<file path="src/rtl/fsp_pkg.sv">
package fsp_pkg;

  typedef enum logic [1:0] {
    ST_IDLE  = 2'd0,
    ST_RUN   = 2'd1,
    ST_STUCK = 2'd2
  } pollState_t;

  typedef struct packed {
    logic capture;  // latch address/datum, clear toggles
    logic commit;   // write result into read-mode datum
    logic busy;     // operation running or stuck
    logic erase;    // running operation is an erase
    logic failed;   // timeout reached, status frozen
  } pollCtl_t;

endpackage

</file>
<file path="src/rtl/fspCtrl.sv">
module fspCtrl
  import fsp_pkg::*;
#(
  parameter int PROG_CYCLES  = 16,
  parameter int ERASE_CYCLES = 32,
  parameter int PROT_CYCLES  = 6,
  parameter int LIMIT        = 64
) (
  input  logic     clk,
  input  logic     rstN,
  input  logic     cmdWrite,
  input  logic     cmdErase,
  input  logic     sectorLocked,
  input  logic     holdBusy,
  output pollCtl_t ctl
);

  localparam int CNT_W = $clog2(LIMIT + 1);
  localparam logic [CNT_W-1:0] PROG_LAST  = CNT_W'(PROG_CYCLES - 1);
  localparam logic [CNT_W-1:0] ERASE_LAST = CNT_W'(ERASE_CYCLES - 1);
  localparam logic [CNT_W-1:0] PROT_LAST  = CNT_W'(PROT_CYCLES - 1);
  localparam logic [CNT_W-1:0] LIMIT_LAST = CNT_W'(LIMIT - 1);

  pollState_t       state;
  logic [CNT_W-1:0] cnt;
  logic             isErase;
  logic             isProt;
  logic [CNT_W-1:0] lastCnt;
  logic             atEnd;
  logic             finish;
  logic             timeout;
  logic             start;

  always_comb begin
    if (isErase)     lastCnt = ERASE_LAST;
    else if (isProt) lastCnt = PROT_LAST;
    else             lastCnt = PROG_LAST;
  end

  assign start   = cmdWrite && (state == ST_IDLE);
  assign atEnd   = (cnt == lastCnt);
  assign finish  = (state == ST_RUN) && atEnd && (!holdBusy || isProt);
  assign timeout = (state == ST_RUN) && !finish && (cnt == LIMIT_LAST);

  always_ff @(posedge clk or negedge rstN) begin
    if (!rstN) begin
      state   <= ST_IDLE;
      cnt     <= '0;
      isErase <= 1'b0;
      isProt  <= 1'b0;
    end else begin
      case (state)
        ST_IDLE: begin
          if (start) begin
            state   <= ST_RUN;
            cnt     <= '0;
            isErase <= cmdErase;
            isProt  <= sectorLocked && !cmdErase;
          end
        end
        ST_RUN: begin
          if (finish)       state <= ST_IDLE;
          else if (timeout) state <= ST_STUCK;
          else              cnt   <= cnt + 1'b1;
        end
        ST_STUCK: state <= ST_STUCK;
        default:  state <= ST_IDLE;
      endcase
    end
  end

  always_comb begin
    ctl.capture = start;
    ctl.commit  = finish && !isProt;
    ctl.busy    = (state != ST_IDLE);
    ctl.erase   = isErase;
    ctl.failed  = (state == ST_STUCK);
  end

  AST_STUCK_HOLDS: assert property (@(posedge clk) disable iff (!rstN)
    (state == ST_STUCK) |=> (state == ST_STUCK));
  AST_CNT_IN_LIMIT: assert property (@(posedge clk) disable iff (!rstN)
    (cnt <= LIMIT_LAST));
  AST_CAPTURE_STARTS_RUN: assert property (@(posedge clk) disable iff (!rstN)
    ctl.capture |=> (state == ST_RUN) && (cnt == '0));
  AST_PROT_ENDS_IDLE: assert property (@(posedge clk) disable iff (!rstN)
    (state == ST_RUN && isProt && cnt == PROT_LAST) |=> (state == ST_IDLE));

endmodule

</file>
<file path="src/rtl/fspData.sv">
module fspData
  import fsp_pkg::*;
#(
  parameter int ADDR_W = 12
) (
  input  logic              clk,
  input  logic              rstN,
  input  pollCtl_t          ctl,
  input  logic [ADDR_W-1:0] cmdAddr,
  input  logic [7:0]        cmdData,
  input  logic              eraseSuspended,
  input  logic              rdStrobe,
  input  logic [ADDR_W-1:0] rdAddr,
  output logic [7:0]        statusOut
);

  logic [ADDR_W-1:0] opAddr;
  logic [7:0]        opData;
  logic [7:0]        memData;
  logic              tgl6;
  logic              tgl2;
  logic              tglActive;
  logic              eraseTgl;
  logic              pollBit;

  assign tglActive = rdStrobe && ctl.busy && !ctl.failed;
  assign eraseTgl  = ctl.erase || eraseSuspended;

  always_ff @(posedge clk or negedge rstN) begin
    if (!rstN) begin
      opAddr  <= '0;
      opData  <= 8'hFF;
      memData <= 8'hFF;
      tgl6    <= 1'b0;
      tgl2    <= 1'b0;
    end else begin
      if (ctl.capture) begin
        opAddr <= cmdAddr;
        opData <= cmdData;
        tgl6   <= 1'b0;
        tgl2   <= 1'b0;
      end else if (tglActive) begin
        tgl6 <= ~tgl6;
        if (eraseTgl) tgl2 <= ~tgl2;
      end
      if (ctl.commit) memData <= ctl.erase ? 8'hFF : opData;
    end
  end

  always_comb begin
    if (ctl.erase)              pollBit = 1'b0;
    else if (rdAddr == opAddr)  pollBit = ~opData[7];
    else                        pollBit = 1'b1;
  end

  always_comb begin
    if (!ctl.busy) statusOut = memData;
    else statusOut = {pollBit, tgl6, ctl.failed, 1'b0, ctl.erase,
                      eraseTgl ? tgl2 : 1'b0, 2'b00};
  end

  AST_TGL_FROZEN: assert property (@(posedge clk) disable iff (!rstN)
    (ctl.failed && !ctl.capture) |=> ($stable(tgl6) && $stable(tgl2)));
  AST_MEM_ONLY_ON_COMMIT: assert property (@(posedge clk) disable iff (!rstN)
    !ctl.commit |=> $stable(memData));
  AST_TGL_FLIPS: assert property (@(posedge clk) disable iff (!rstN)
    (tglActive && !ctl.capture) |=> (tgl6 != $past(tgl6)));

endmodule

</file>
<file path="src/rtl/flashStatusPoll.sv">
module flashStatusPoll
  import fsp_pkg::*;
#(
  parameter int ADDR_W       = 12,
  parameter int PROG_CYCLES  = 16,
  parameter int ERASE_CYCLES = 32,
  parameter int PROT_CYCLES  = 6,
  parameter int LIMIT        = 64
) (
  input  logic              clk,
  input  logic              rstN,
  input  logic              cmdWrite,
  input  logic              cmdErase,
  input  logic [ADDR_W-1:0] cmdAddr,
  input  logic [7:0]        cmdData,
  input  logic              sectorLocked,
  input  logic              eraseSuspended,
  input  logic              holdBusy,
  input  logic              rdStrobe,
  input  logic [ADDR_W-1:0] rdAddr,
  output logic [7:0]        statusOut,
  output logic              readyBusy
);

  pollCtl_t ctl;

  fspCtrl #(
    .PROG_CYCLES (PROG_CYCLES),
    .ERASE_CYCLES(ERASE_CYCLES),
    .PROT_CYCLES (PROT_CYCLES),
    .LIMIT       (LIMIT)
  ) i_ctrl (
    .clk         (clk),
    .rstN        (rstN),
    .cmdWrite    (cmdWrite),
    .cmdErase    (cmdErase),
    .sectorLocked(sectorLocked),
    .holdBusy    (holdBusy),
    .ctl         (ctl)
  );

  fspData #(.ADDR_W(ADDR_W)) i_data (
    .clk           (clk),
    .rstN          (rstN),
    .ctl           (ctl),
    .cmdAddr       (cmdAddr),
    .cmdData       (cmdData),
    .eraseSuspended(eraseSuspended),
    .rdStrobe      (rdStrobe),
    .rdAddr        (rdAddr),
    .statusOut     (statusOut)
  );

  assign readyBusy = !ctl.busy;

  AST_RDY_DROPS: assert property (@(posedge clk) disable iff (!rstN)
    (cmdWrite && readyBusy) |=> !readyBusy);
  AST_TIMEOUT_BUSY: assert property (@(posedge clk) disable iff (!rstN)
    ctl.failed |-> (!readyBusy && statusOut[5]));

endmodule

</file>
<file path="config.mk">
export PLATFORM = sky130hd
export DESIGN_NAME = flashStatusPoll
export DESIGN_NICKNAME = d
export VERILOG_FILES = /design/src/rtl/fsp_pkg.sv /design/src/rtl/fspCtrl.sv /design/src/rtl/fspData.sv /design/src/rtl/flashStatusPoll.sv
export SDC_FILE = /design/constraint.sdc
export NUM_CORES = 1
export LEC_CHECK = 0
export BUFFER_PORTS_ARGS = -buffer_cell sky130_fd_sc_hd__buf_4
export CORE_MARGIN = 8
export CORE_UTILIZATION = 39
export DETAILED_ROUTE_END_ITERATION = 12
export PLACE_DENSITY_LB_ADDON = 0.12
export SLEW_MARGIN = 5
export SYNTH_ARGS = -nofsm -noshare
export SYNTH_HDL_FRONTEND = slang
export SYNTH_HIERARCHICAL = 1
export SYNTH_SLANG_ARGS = --single-unit
</file>
<file path="constraint.sdc">
create_clock -name clk -period 2 [get_ports clk]
set_input_delay 0.1 -clock clk [delete_from_list [all_inputs] [get_ports clk]]
set_output_delay 0.1 -clock clk [all_outputs]
set_load 0.02 [all_outputs]
</file>
==> flow_summary_export.csv <==
group,metric,value,unit
timing,rsz0062_at_grt,"false",
cts,cts_setup_buffers,0,
setup_path,slowest_stage,"dfrtp_1",
setup_path,crit_fanout,12,
setup_path,path_buf_inv,2,
die,die_area,7760,um^2
synthesis,async_flop_share,1.00,
setup_path,slowest_delay,0.47,ns
synthesis,yosys_warnings,6,
grt,antenna_found_initial,0,
place,gp_congestion,0.769,
cts,cts_buffers,5,
die,initial_core_util,0.400,
cts,tritoncts,"built",
die,boundaryPins,49,
grt,grt_pass1_wl,7330,um
timing,relSlewSlack,0.656,
grt,grt_pass1_vias,1530,
routing,viasPerCell,4.85,
grt,track_usage,0.120,
cts,insertion_delay,0.29,ns
outcome,status,"completed",
synthesis,ys_seq_area_frac,0.516,
synthesis,yosysUniqueCellTypes,42,
timing,maxSlewViolCount,0,
grt,grt_max_degree,42,
layout,syn2layout_area_growth,27.4,%
setup_path,worst_path_most_repeated_cell,"buf_4",
setup_path,arrival,1.80,ns
synthesis,syn_inst,180,
power,peakVddDrop,0.000544,V
die,dieWidth,88.1,um
timing,report.final.hold_viol_count,0,
flow_run,cap_violations,0,
routing,drtIter0Drc,75,
synthesis,syn_nets,221,
cts,clkTransAtPathRegs,0.08,ns
timing,finalCritPeriodShare,0.950,
layout,fin_nets,274,
routing,routed-via-count,1473,
power,p_leak,1.17,nW
grt,grt-ovfl-total,0,
routing,drt-wirelength-per-cell,14.3,um
routing,drtPass1Iterations,4,
routing,drc,0,
synthesis,synth-seq-cells,41,
hold_path,hold_class,"in2reg",
layout,drive_above_1_share,0.462,
synthesis,syn_area_per_cell,11.3,um^2
place,place_hpwl,3150,um
setup_path,cp_cell_sequence,"or2_2 -> buf_4 -> and3_1 -> a31oi_1 -> buf_4",
die,die-height,88.1,um
place,portBuffers,48,
routing,routed_wl,4340,um
timing,setup_viol_count_final,0,
timing,fmax,0.527,GHz
synthesis,syn-cell-area,2030,um^2
cts,cts_sinks,41,
timing,tns,0,ns
setup_path,end_kind,"primary output",
timing,hold_slack,0.0371,ns
timing,clock_skew,0.00729,ns
setup_path,crit_type,"reg2out",
timing,period_needed,1.90,ns
synthesis,synthFlopType,"dfrtp_1",
setup_path,worstPathRequired,1.90,ns
routing,ant_nets,0,
cts,cts_buffer_depth,2,
die,core_area,5070,um^2
setup_path,cp-start-kind,"register",
cts,h-tree-depth,2,
setup_path,crit_family,"simple AND/OR/NAND/NOR gates",
timing,worst_pin_slew,0.515,ns
layout,diodes,0,
die,placementRows,26,
synthesis,synth_edf_count,0,
power,power_density,1340,nW/um^2
cts,ctsRootBufferMaster,"clkbuf_8",
[per-stage QoR]
step	std cells	util	cell area, um^2	setup WS, ns	total power [mW]
6_report	304	0.509	2580	0.101	3.45
5_1_grt	304	0.509	2580	0.00888	3.72
4_1_cts	304	0.508	2580	0.0643	3.49
3_5_place_dp	295	0.488	2480	0.0748	2.92
3_3_place_gp	295	0.488	2480	0.131	2.90
2_1_floorplan	180	-	2030	0.170	2.52
[final timing paths]
check	start	end	slack [ns]	cells after the start
hold / removal	cmdAddr[11]	i_data/opAddr[11]	0.04	2
setup / recovery	i_ctrl/state[0]	statusOut[7]	0.10	5
setup reg to reg	i_ctrl/cnt[0]	i_ctrl/cnt[5]	0.11	6
max in group asynchronous	rstN	i_data/memData[5]	1.29	2
min in group asynchronous	rstN	i_data/opAddr[11]	0.32	2
hold reg to reg	i_data/memData[3]	i_data/memData[3]	0.49	2
[routing by layer]
layer	vias to the layer above	share of wire	global-route usage
met4	0	0.0092	0.0415
met2	35	0.46	0.185
li1	729	-	-
met5	-	0	0
met1	705	0.46	0.151
met3	4	0.069	0.0441
[cell usage in the layout (no fill, tap or decap), types with 4 or more instances in the layout]
cell / netlist / layout
buf_4: 4 / 52
dfrtp_1: 25 / 25
mux2_2: 24 / 24
nor2_1: 18 / 17
dfstp_2: 16 / 16
a21oi_1: 10 / 10
xor2_1: 8 / 8
inv_1: 7 / 7
clkbuf_8: 0 / 6
nand2_1: 6 / 6
xnor2_1: 6 / 6
o21ai_0: 6 / 6
nor2b_1: 5 / 5
or3_1: 4 / 4
[layout make-up]
cell class	count	area, um^2
Sequential cell	41	1050
Tap cell	70	87.6
Inverter	7	26.3
Fill cell	493	2490
Clock buffer	8	90.1
Timing Repair Buffer	54	420
Multi-Input combinational cell	124	913
[power breakdown]
part           switching, mW  total (mW)  internal (mW)
sequential             0.291        1.62           1.32
combinational          0.570        1.28          0.713
clock                  0.273       0.555          0.282
total                   1.13        3.45           2.32
[state kept, by name, indices dropped and copies added, names as in the netlist]
| register | flops |
|---|---|
| i_ctrl/state | 2 |
| i_data/opData | 8 |
| i_data/memData | 8 |
| i_data/tgl6 | 1 |
| i_data/tgl2 | 1 |
| i_data/opAddr | 12 |
| i_ctrl/cnt | 7 |
| i_ctrl/isErase | 1 |
| i_ctrl/isProt | 1 |
[kinds of logic after synthesis]
kind of cell | synth area share
compound gates | 0.0851
xor+xnor | 0.0605
simple gates | 0.157
buf+inv | 0.0376
mux | 0.138
flops | 0.516
fa+ha+maj | 0.00617
[synthesized netlist by cell type, types with 2 or more instances]
| master | number | area [um^2] |
|---|---|---|
| buf_4 | 4 | 30.0 |
| nor2_1 | 18 | 67.6 |
| nand2_1 | 6 | 22.5 |
| a211o_1 | 2 | 17.5 |
| o21ai_0 | 6 | 30.0 |
| or3_1 | 4 | 25.0 |
| a21oi_1 | 10 | 50.1 |
| buf_2 | 4 | 20.0 |
| nor4_1 | 2 | 12.5 |
| xor2_1 | 8 | 70.1 |
| dfstp_2 | 16 | 420 |
| mux2_2 | 24 | 270 |
| o41ai_1 | 2 | 17.5 |
| dfrtp_1 | 25 | 626 |
| inv_1 | 7 | 26.3 |
| nand3_1 | 3 | 15.0 |
| xnor2_1 | 6 | 52.6 |
| nor2b_1 | 5 | 31.3 |
| nand4_1 | 2 | 12.5 |
| a21o_1 | 2 | 15.0 |
| nor3b_1 | 2 | 15.0 |
| nor3_1 | 2 | 10.0 |
[what timing repair did]
item                                   4_1_cts  5_1_grt
hold buffers                                 1        0
endpoints found under the hold margin       25        0
setup endpoints to repair                    0        1
gates resized for setup                      0        1
Power figures use the tool's default switching activity.
